## src/rtl/otg_evt_pkg.sv

```systemverilog
// Package: shared constants and encodings for the OTG status edge latch.
// Assumes: the register port uses a two-bit select and a two-bit op code.
package otg_evt_pkg;
    localparam int SRC_N = 5;

    typedef enum logic [1:0] {
        SEL_RISE  = 2'd0,
        SEL_FALL  = 2'd1,
        SEL_LEVEL = 2'd2,
        SEL_LATCH = 2'd3
    } reg_sel_e;

    typedef enum logic [1:0] {
        OP_LOAD = 2'd0,
        OP_SET  = 2'd1,
        OP_CLR  = 2'd2,
        OP_NONE = 2'd3
    } reg_op_e;
endpackage

```

## src/rtl/otg_evt_sync.sv

```systemverilog
// Module: multi-stage synchronizer for a vector of slow, independent levels.
// Assumes: each bit changes rarely, so bits need no mutual coherence.
module otg_evt_sync #(
    parameter int W      = 5,
    parameter int STAGES = 2
) (
    input  logic         clk,
    input  logic         rst_n,
    input  logic [W-1:0] raw_i,
    output logic [W-1:0] lvl_o
);
    logic [W-1:0] stg_q [STAGES];

    // Shift raw levels through the synchronizer stages.
    always_ff @(posedge clk) begin
        if (!rst_n) begin
            for (int s = 0; s < STAGES; s++) stg_q[s] <= '0;
        end else begin
            stg_q[0] <= raw_i;
            for (int s = 1; s < STAGES; s++) stg_q[s] <= stg_q[s-1];
        end
    end

    assign lvl_o = stg_q[STAGES-1];
endmodule

```

## src/rtl/otg_evt_edge.sv

```systemverilog
// Module: per-source transition detector gated by rising and falling masks.
// Assumes: lvl_i is already synchronous; evt_o is combinational from registers.
module otg_evt_edge #(
    parameter int W = 5
) (
    input  logic         clk,
    input  logic         rst_n,
    input  logic [W-1:0] lvl_i,
    input  logic [W-1:0] en_rise_i,
    input  logic [W-1:0] en_fall_i,
    output logic [W-1:0] evt_o
);
    logic [W-1:0] prev_q;

    // Hold the previous synchronized level for comparison.
    always_ff @(posedge clk) begin
        if (!rst_n) prev_q <= '0;
        else        prev_q <= lvl_i;
    end

    for (genvar i = 0; i < W; i++) begin : g_src
        assign evt_o[i] = (en_rise_i[i] &  lvl_i[i] & ~prev_q[i])
                        | (en_fall_i[i] & ~lvl_i[i] &  prev_q[i]);
    end

    // An event requires the level to have just moved.
    p_evt_moved_r5: assert property (@(posedge clk) disable iff (!rst_n)
        (evt_o & ~(lvl_i ^ prev_q)) == '0);
endmodule

```

## src/rtl/otg_evt_regs.sv

```systemverilog
// Module: edge masks, sticky latches, read port with clear-on-read, report pulse.
// Assumes: a latch read and a new event on the same edge keep the event.
module otg_evt_regs
    import otg_evt_pkg::*;
#(
    parameter int W = 5
) (
    input  logic         clk,
    input  logic         rst_n,
    input  logic [W-1:0] lvl_i,
    input  logic [W-1:0] evt_i,
    input  logic [1:0]   sel_i,
    input  logic [1:0]   op_i,
    input  logic         wr_i,
    input  logic         rd_i,
    input  logic [W-1:0] wdata_i,
    output logic [W-1:0] en_rise_o,
    output logic [W-1:0] en_fall_o,
    output logic [W-1:0] rdata_o,
    output logic         irq_o,
    output logic         rpt_o
);
    reg_sel_e     sel;
    reg_op_e      op;
    logic [W-1:0] en_r_q, en_f_q, latch_q, rdata_q;
    logic         rpt_q;
    logic         rd_clr;

    assign sel    = reg_sel_e'(sel_i);
    assign op     = reg_op_e'(op_i);
    assign rd_clr = rd_i && (sel == SEL_LATCH);

    function automatic logic [W-1:0] f_apply(input logic [W-1:0] cur,
                                             input reg_op_e o,
                                             input logic [W-1:0] d);
        case (o)
            OP_LOAD: return d;
            OP_SET:  return cur | d;
            OP_CLR:  return cur & ~d;
            default: return cur;
        endcase
    endfunction

    // Apply write operations to the two edge masks.
    always_ff @(posedge clk) begin
        if (!rst_n) begin
            en_r_q <= '0;
            en_f_q <= '0;
        end else if (wr_i) begin
            case (sel)
                SEL_RISE: en_r_q <= f_apply(en_r_q, op, wdata_i);
                SEL_FALL: en_f_q <= f_apply(en_f_q, op, wdata_i);
                default:  ;
            endcase
        end
    end

    // Sticky latches: cleared by a latch read, new events always win.
    always_ff @(posedge clk) begin
        if (!rst_n) latch_q <= '0;
        else        latch_q <= (rd_clr ? '0 : latch_q) | evt_i;
    end

    // Capture the selected view on a read; hold otherwise.
    always_ff @(posedge clk) begin
        if (!rst_n) rdata_q <= '0;
        else if (rd_i) begin
            case (sel)
                SEL_RISE:  rdata_q <= en_r_q;
                SEL_FALL:  rdata_q <= en_f_q;
                SEL_LEVEL: rdata_q <= lvl_i;
                default:   rdata_q <= latch_q;
            endcase
        end
    end

    // One-cycle report request whenever any counted event occurs.
    always_ff @(posedge clk) begin
        if (!rst_n) rpt_q <= 1'b0;
        else        rpt_q <= |evt_i;
    end

    assign en_rise_o = en_r_q;
    assign en_fall_o = en_f_q;
    assign rdata_o   = rdata_q;
    assign irq_o     = |latch_q;
    assign rpt_o     = rpt_q;

    p_gate_r5: assert property (@(posedge clk) disable iff (!rst_n)
        (latch_q & ~$past(latch_q) & ~($past(en_r_q) | $past(en_f_q))) == '0);

    p_keep_event_r8: assert property (@(posedge clk) disable iff (!rst_n)
        (|evt_i) |=> ((latch_q & $past(evt_i)) == $past(evt_i)));

    p_clear_on_read_r7: assert property (@(posedge clk) disable iff (!rst_n)
        (rd_clr && evt_i == '0) |=> (latch_q == '0));

    p_set_op_r6: assert property (@(posedge clk) disable iff (!rst_n)
        (wr_i && sel == SEL_RISE && op == OP_SET)
        |=> ((en_r_q & $past(wdata_i)) == $past(wdata_i)));
endmodule

```

## src/rtl/otg_evt_latch.sv

```systemverilog
// Module: top of the OTG status edge interrupt latch.
// Assumes: src_i bits are asynchronous levels; register port is single-cycle.
module otg_evt_latch
    import otg_evt_pkg::*;
#(
    parameter int SRC_W     = SRC_N,
    parameter int SYNC_DEPTH = 2
) (
    input  logic             clk,
    input  logic             rst_n,
    input  logic [SRC_W-1:0] src_i,
    input  logic [1:0]       reg_sel_i,
    input  logic [1:0]       reg_op_i,
    input  logic             reg_wr_i,
    input  logic             reg_rd_i,
    input  logic [SRC_W-1:0] reg_wdata_i,
    output logic [SRC_W-1:0] reg_rdata_o,
    output logic             irq_o,
    output logic             rpt_req_o
);
    logic [SRC_W-1:0] lvl, evt, en_rise, en_fall;

    otg_evt_sync #(.W(SRC_W), .STAGES(SYNC_DEPTH)) i_sync (
        .clk   (clk),
        .rst_n (rst_n),
        .raw_i (src_i),
        .lvl_o (lvl)
    );

    otg_evt_edge #(.W(SRC_W)) i_edge (
        .clk       (clk),
        .rst_n     (rst_n),
        .lvl_i     (lvl),
        .en_rise_i (en_rise),
        .en_fall_i (en_fall),
        .evt_o     (evt)
    );

    otg_evt_regs #(.W(SRC_W)) i_regs (
        .clk       (clk),
        .rst_n     (rst_n),
        .lvl_i     (lvl),
        .evt_i     (evt),
        .sel_i     (reg_sel_i),
        .op_i      (reg_op_i),
        .wr_i      (reg_wr_i),
        .rd_i      (reg_rd_i),
        .wdata_i   (reg_wdata_i),
        .en_rise_o (en_rise),
        .en_fall_o (en_fall),
        .rdata_o   (reg_rdata_o),
        .irq_o     (irq_o),
        .rpt_o     (rpt_req_o)
    );

    // The interrupt can only rise together with a report request.
    p_irq_rise_r9: assert property (@(posedge clk) disable iff (!rst_n)
        $rose(irq_o) |-> rpt_req_o);

    // A report request always coincides with a pending latch.
    p_rpt_with_irq_r10: assert property (@(posedge clk) disable iff (!rst_n)
        rpt_req_o |-> irq_o);
endmodule

```

## config.mk

```make
export PLATFORM = sky130hd
export DESIGN_NAME = otg_evt_latch
export DESIGN_NICKNAME = d
export VERILOG_FILES = /design/src/rtl/otg_evt_pkg.sv /design/src/rtl/otg_evt_sync.sv /design/src/rtl/otg_evt_edge.sv /design/src/rtl/otg_evt_regs.sv /design/src/rtl/otg_evt_latch.sv
export SDC_FILE = /design/constraint.sdc
export NUM_CORES = 1
export LEC_CHECK = 0
export BUFFER_PORTS_ARGS = -buffer_cell sky130_fd_sc_hd__buf_2
export CORE_UTILIZATION = 45
export CTS_CLUSTER_DIAMETER = 60
export DETAILED_ROUTE_END_ITERATION = 6
export PLACE_DENSITY = 0.78
export SYNTH_ARGS = -nofsm -noshare
export SYNTH_HDL_FRONTEND = slang
export SYNTH_SLANG_ARGS = --single-unit
```

## constraint.sdc

```tcl
create_clock -name clk -period 1.3 [get_ports clk]
set_input_delay 0.195 -clock clk [delete_from_list [all_inputs] [get_ports clk]]
set_output_delay 0.195 -clock clk [all_outputs]
set_load 0.01 [all_outputs]
```

==> results of run 1 <==
[flip-flops by register name (all words and copies together), names as in the netlist]
name	cells
i_regs.en_fall_o	5
i_sync.stg_q	10
i_regs.rdata_o	5
i_regs.latch_q	5
i_edge.prev_q	5
i_regs.en_rise_o	5
i_regs.rpt_o	1
[layer usage]
metal | wire length [um] | vias to the layer above
met2 | 1440 | 33
li1 | - | 593
met3 | 152 | 8
met4 | 71 | 0
met1 | 1350 | 555
met5 | 0 | -
[worst max-delay path, stage by stage (launching register included)]
cell     delay, ps
dfxtp_2        340
nor3_2         160
nand2_1         80
buf_2          140
[placed cells by master (no fill, tap or decap), types with 2 or more instances in the layout]
master,n
inv_1,9
nand2_1,7
o21ai_0,4
clkbuf_4,5
a21oi_1,16
a21o_1,5
buf_4,7
mux4_1,5
a211oi_1,15
nor2_1,12
clkbuf_1,2
nand3b_1,4
dfxtp_1,35
and2_1,14
buf_2,24
ha_1,3
mux2i_1,5
[logic make-up after synthesis]
family          after synthesis  share of synthesized area (%)
simple gates                 42                           15.9
buf+inv                      17                           5.28
mux                          10                           12.0
fa+ha+maj                     3                           2.47
compound gates               41                           16.9
flops                        36                           47.5
[what timing repair did]
item | in CTS | in global routing
gates cloned | 0 | 0
setup buffers | 0 | 1
gates resized for setup | 1 | 1
hold endpoints to repair | 0 | 0
endpoints found under the setup margin | 1 | 1
[where the power goes]
part	leakage (nW)	total, mW	switching (mW)	internal, mW
Combinational	0.461	0.210	0.110	0.100
Sequential	0.294	1.15	0.0197	1.13
Clock	0.0326	0.612	0.345	0.267
Total	0.788	1.98	0.476	1.50
[area by class of cell]
class | count | area (um^2) | area share, %
sequential | 36 | 722 | 40.9
multi-input combinational | 96 | 722 | 40.9
timing repair buffer | 31 | 173 | 9.79
clock buffer | 8 | 58.8 | 3.33
tap | 44 | 55.1 | 3.12
inverter | 9 | 33.8 | 1.91
[per-stage QoR]
stage	cell area (um^2)	setup slack (ps)	TNS [ps]	util, %	std cells
final	1760	43.4	0	56.4	224
after global routing	1760	-3.82	-3.82	56.4	224
after CTS	1760	12.1	0	56.1	223
after detailed placement	1690	-116	-832	54.1	215
after global placement	1690	-41.3	-202	54.1	215
after floorplan	1520	39.1	0	-	149
[path summary, 6_finish.rpt]
check,from,end,cells past startpoint
worst max-delay path,i_regs.latch_q[3]$_SDFF_PN0_,irq_o,3
worst min register to register,i_sync.stg_q[0][0]$_SDFF_PN0_,i_sync.stg_q[0][5]$_SDFF_PN0_,1
worst min-delay path,src_i[3],i_sync.stg_q[0][3]$_SDFF_PN0_,2
worst max register to register,i_regs.latch_q[3]$_SDFF_PN0_,i_regs.rdata_o[3]$_SDFFE_PN0P_,4
==> impl_results.md, run 1 <==
* Status: finished, final reports clean
* Largest net degree at the start of global routing at 23
* Vias in the first global route at 1118
* Ranking of synthesized cells by area: dfxtp_1 (47%), mux4_1 (8.7%), a211oi_1 (7.4%)
* Seq cells post-synth at 36
* Clock Tree Buf Depth at 2
* Die Height at 60.1 um
* Worst EP required at 1110 ps
* CTS hold repair buffers at 0
* Hold_ws at 46.2 ps
* Critical path arrival at 1060 ps
* Seq/Total Area, Yosys at 47.5%
* # IOs at 25
* Via-per-instance ratio at 5.31
* Global Route met1 Usage at 22.1%
* Hold/Removal Path Class: in2reg
* Max Cap Viol at 0
* Setup crit end kind: output pin
* # diodes at 0
* Port bufs at 24
* H-tree levels at 2
* Reg2reg setup slack at 70 ps
* Tot Pwr at 1.98 mW
* DR pass1 iterations at 4
* Initial DRC count at 37
* Synthesized instance count at 149
* Residual DRC at 0
* Row cnt at 20
* Yosys cell types at 23
* Tcrit/Tclk final at 96.7%
* Grt ovf at 0
* Post-Syn Area per Cell at 10.2 um^2
* Crit path max fanout at 2
* Type of the worst setup path: reg2out
* Fmax at 0.796 GHz
* Avg WL per Cell at 13.4 um
* Post-Route WL at 3010 um
* Most numerous cell in the Yosys netlist: dfxtp_1
* Actual slew at the worst max-slew pin at 303 ps
* Final Hold Vio Count at 0
* DR vias at 1189
* Crit start category: flip-flop
* Die area at 3610 um^2
* YS warnings at 0
* Final setup fails at 0
* CORE AREA at 3130 um^2
* Die Wd at 60.1 um
* Yosys top cell area share at 47.5%
* Cell taking the most area after synthesis: dfxtp_1
* Slew Limit Fails at 0
* Hpwl dp at 2210 um
* Clock Skew at 7.66 ps
* Filler cells at 287
* Clock root buffer: clkbuf_4
* Layout Nets at 200
* Worst vdd ir at 0.664 mV
* Tmin final at 1260 ps
* Post-synth EDFFs at 0
* Global-route usage over all layers at 19.2%
* Most frequent cells after synthesis: dfxtp_1 (36), a21oi_1 (16), a211oi_1 (15)
* Clock Pin Slew Worst Setup and Hold Paths at 100 ps
* Antenna Violating Nets Remaining at 0
* CTS tree: built
* RSZ-0062 raised after global routing: true
* Met2 Use GR at 31.4%
* Cell area after synthesis at 1520 um^2
* First-pass GRT wire length at 4890 um
* Gr busiest metal: met2
* Power Density at 1120 nW/um^2
* Mapped Nets at 170
* Leakage at 0.788 nW
* GP Congestion at 0.805
* Fraction of registers with async set/reset at 0%
* Main synth FF type: dfxtp_1
* Grt met3 use at 7.79%
* Sink Count at 36
* Initial antenna violation count at 0
* Slew headroom at 79.6%
* CTS buffer count at 5
* Synth-to-layout area growth at 16.2%
* Starting Density at 48.5%
* Skew-Pair Late Insertion Delay at 350 ps
* Layout cells sized above 1 at 22.8%
Power figures use the tool's default switching activity.
==> run 2: changes to the inputs <==
--- a/config.mk
+++ b/config.mk
@@ -6,10 +6,11 @@
 export NUM_CORES = 1
 export LEC_CHECK = 0
 export BUFFER_PORTS_ARGS = -buffer_cell sky130_fd_sc_hd__buf_2
-export CORE_UTILIZATION = 45
+export CORE_UTILIZATION = 34
 export CTS_CLUSTER_DIAMETER = 60
 export DETAILED_ROUTE_END_ITERATION = 6
-export PLACE_DENSITY = 0.78
+export PLACE_DENSITY = 0.64
+export REMOVE_ABC_BUFFERS = 1
 export SYNTH_ARGS = -nofsm -noshare
 export SYNTH_HDL_FRONTEND = slang
 export SYNTH_SLANG_ARGS = --single-unit
==> constraint.sdc (replaced) <==
create_clock -name clk -period 1.3 [get_ports clk]
set_input_delay 0.26 -clock clk [delete_from_list [all_inputs] [get_ports clk]]
set_output_delay 0.26 -clock clk [all_outputs]
set_load 0.01 [all_outputs]
==> impl_results.md, run 2 (synthesized netlist as in run 1, its figures left out) <==
* Status: finished, final reports clean
* Starting Density at 36.6% (-12 points)
* Final setup fails at 0 (unchanged)
* Fmax at 0.802 GHz (+0.82%)
* Die Wd at 68.8 um (+15%)
* DR vias at 1141 (-4.0%)
* Worst vdd ir at 0.634 mV (-4.5%)
* Crit start category: flip-flop
* CP delay by family, top: flip-flops
* Biggest register: i_sync.stg_q
* Tcrit/Tclk final at 95.9% (-0.78 points)
* Clock Skew at 4.85 ps (-2.81 ps)
* CP Cell Sequence: nor3_2 -> nand2_1 -> buf_6
* Layout Nets at 202 (+1.0%)
* Type of the worst setup path: reg2out
* Clock Tree Buf Depth at 2 (unchanged)
* Hold/Removal Path Class: in2reg
* Die Height at 68.8 um (+15%)
* Tmin final at 1250 ps (-10.2 ps)
* Clock power frac at 37.5% (+6.5 points)
* Most frequent cells in the layout: dfxtp_1 (34), buf_2 (23), a21oi_1 (16)
* P_int at 1.71 mW (+14%)
* Worst path slowest cell: dfxtp_1
* Crit path max fanout at 3 (+1)
* RSZ-0062 raised after global routing: true
* Most common cell after layout, fill and taps aside: dfxtp_1
* Final Util at 44.5% (-12 points)
* Via-per-instance ratio at 4.94 (-6.9%)
* Leakage at 0.821 nW (+4.3%)
* Filler cells at 407 (+42%)
* First-pass GRT wire length at 4910 um (+0.55%)
* Max reg flops at 10 (unchanged)
* Worst EP required at 1040 ps (-70 ps)
* Critical path arrival at 990 ps (-70 ps)
* Actual slew at the worst max-slew pin at 325 ps (+22.2 ps)
* CTS buffer count at 5 (unchanged)
* Vias in the first global route at 1162 (+3.9%)
* Net Sw Frac at 21.8% (-2.3 points)
* Reg2reg setup slack at 50 ps (-20 ps)
* Synth-to-layout area growth at 21.5%
* Post-Route WL at 2910 um (-3.5%)
* Row cnt at 23 (+15%)
* Total Neg Setup Slack at 0 ps (unchanged)
* Antenna Violating Nets Remaining at 0 (unchanged)
* Port bufs at 24 (unchanged)
* Combinational Power Share at 9.8% (-0.8 points)
* Clock root buffer: clkbuf_8
* # diodes at 0 (unchanged)
* Power Density at 1190 nW/um^2 (+6.1%)
* Worst Path Buf+Inv at 1 (unchanged)
* Slew headroom at 78.1% (-1.5 points)
* Layout cells sized above 1 at 24.9% (+2.1 points)
* Crit path launch: i_regs.latch_q[2]$_SDFF_PN0_
* CTS tree: built
* Max Cap Viol at 0 (unchanged)
* Skew-Pair Late Insertion Delay at 280 ps (-70 ps)
* Global-route usage over all layers at 14.4% (-4.8 points)
* Initial DRC count at 42 (+14%)
* GP Congestion at 0.810 (+0.62%)
* DR pass1 iterations at 4 (unchanged)
* Sink Count at 36 (unchanged)
* Residual DRC at 0 (unchanged)
* Final Hold Vio Count at 0 (unchanged)
* CP max stage delay at 340 ps (about the same)
* H-tree levels at 2 (unchanged)
* Setup crit end kind: output pin
* Tot Pwr at 2.19 mW (+11%)
* NetSw at 0.477 mW (+0.36%)
* Slew Limit Fails at 0 (unchanged)
* Seq pwr share at 52.7% (-5.7 points)
* Largest net degree at the start of global routing at 23 (unchanged)
* Clock Pin Slew Worst Setup and Hold Paths at 60 ps (-40 ps)
* Initial antenna violation count at 0 (unchanged)
* HP Start: src_i[3]
* # IOs at 25 (unchanged)
* Reg2reg start: i_regs.latch_q[1]$_SDFF_PN0_
* CORE AREA at 4140 um^2 (+32%)
* Grt ovf at 0 (unchanged)
* Avg WL per Cell at 12.6 um (-6.4%)
* Hpwl dp at 2180 um (-1.5%)
* Die area at 4730 um^2 (+31%)
-- run 2: changes by cell type in the layout (fill, tap and decap cells not counted) --
cell / delta
clkbuf_8: +6
clkbuf_4: -5
clkbuf_1: -2
buf_12: +1
buf_2: -1
buf_4: +1
buf_6: +1
dfxtp_1: -1
dfxtp_2: +1
-- run 2: what timing repair did --
action                     4_1_cts  5_1_grt
setup buffers                    0        1
resized for setup                0        4
hold buffers                     0        0
setup endpoints to repair        0        1
-- run 2: path summary, 6_finish.rpt --
kind                            cells past startpoint                              to
worst max-delay path                                3                           irq_o
worst min-delay path                                2   i_sync.stg_q[0][3]$_SDFF_PN0_
worst max register to register                      4  i_regs.rdata_o[1]$_SDFFE_PN0P_
worst min register to register                      1   i_sync.stg_q[0][7]$_SDFF_PN0_
-- run 2: area by class of cell --
type,instances,area [um^2],share of cell area (%)
timing repair buffer,33,206,11.2
inverter,9,33.8,1.83
tap,50,62.6,3.39
sequential,36,723,39.2
multi-input combinational,96,722,39.1
clock buffer,7,96.3,5.22
-- run 2: through the flow --
step | cells | hold WS, ps | area, um^2 | worst slack [ps]
after global routing | 231 | 181 | 1840 | -15.4
after CTS | 230 | 178 | 1820 | 15.5
after global placement | 223 | 416 | 1730 | -124
final | 231 | 184 | 1840 | 53.6
after detailed placement | 223 | 417 | 1730 | -168
after floorplan | 141 | 382 | 1470 | 39.2
-- run 2: per-layer routing --
| metal | track usage (%) | share of wire [%] |
|---|---|---|
| met4 | 6.12 | 1.1 |
| met3 | 4.61 | 4.3 |
| met1 | 16.7 | 49 |
| met5 | 0 | 0 |
| met2 | 24.1 | 45 |
-- run 2: power groups by stage --
stage               Clock, mW  Combinational [mW]  Sequential, mW
finish                  0.823               0.215            1.15
detailed placement          0               0.214            1.18
global placement            0               0.212            1.18
CTS                     0.844               0.214            1.15
floorplan                   0               0.119            1.17
global route            0.897               0.242            1.16
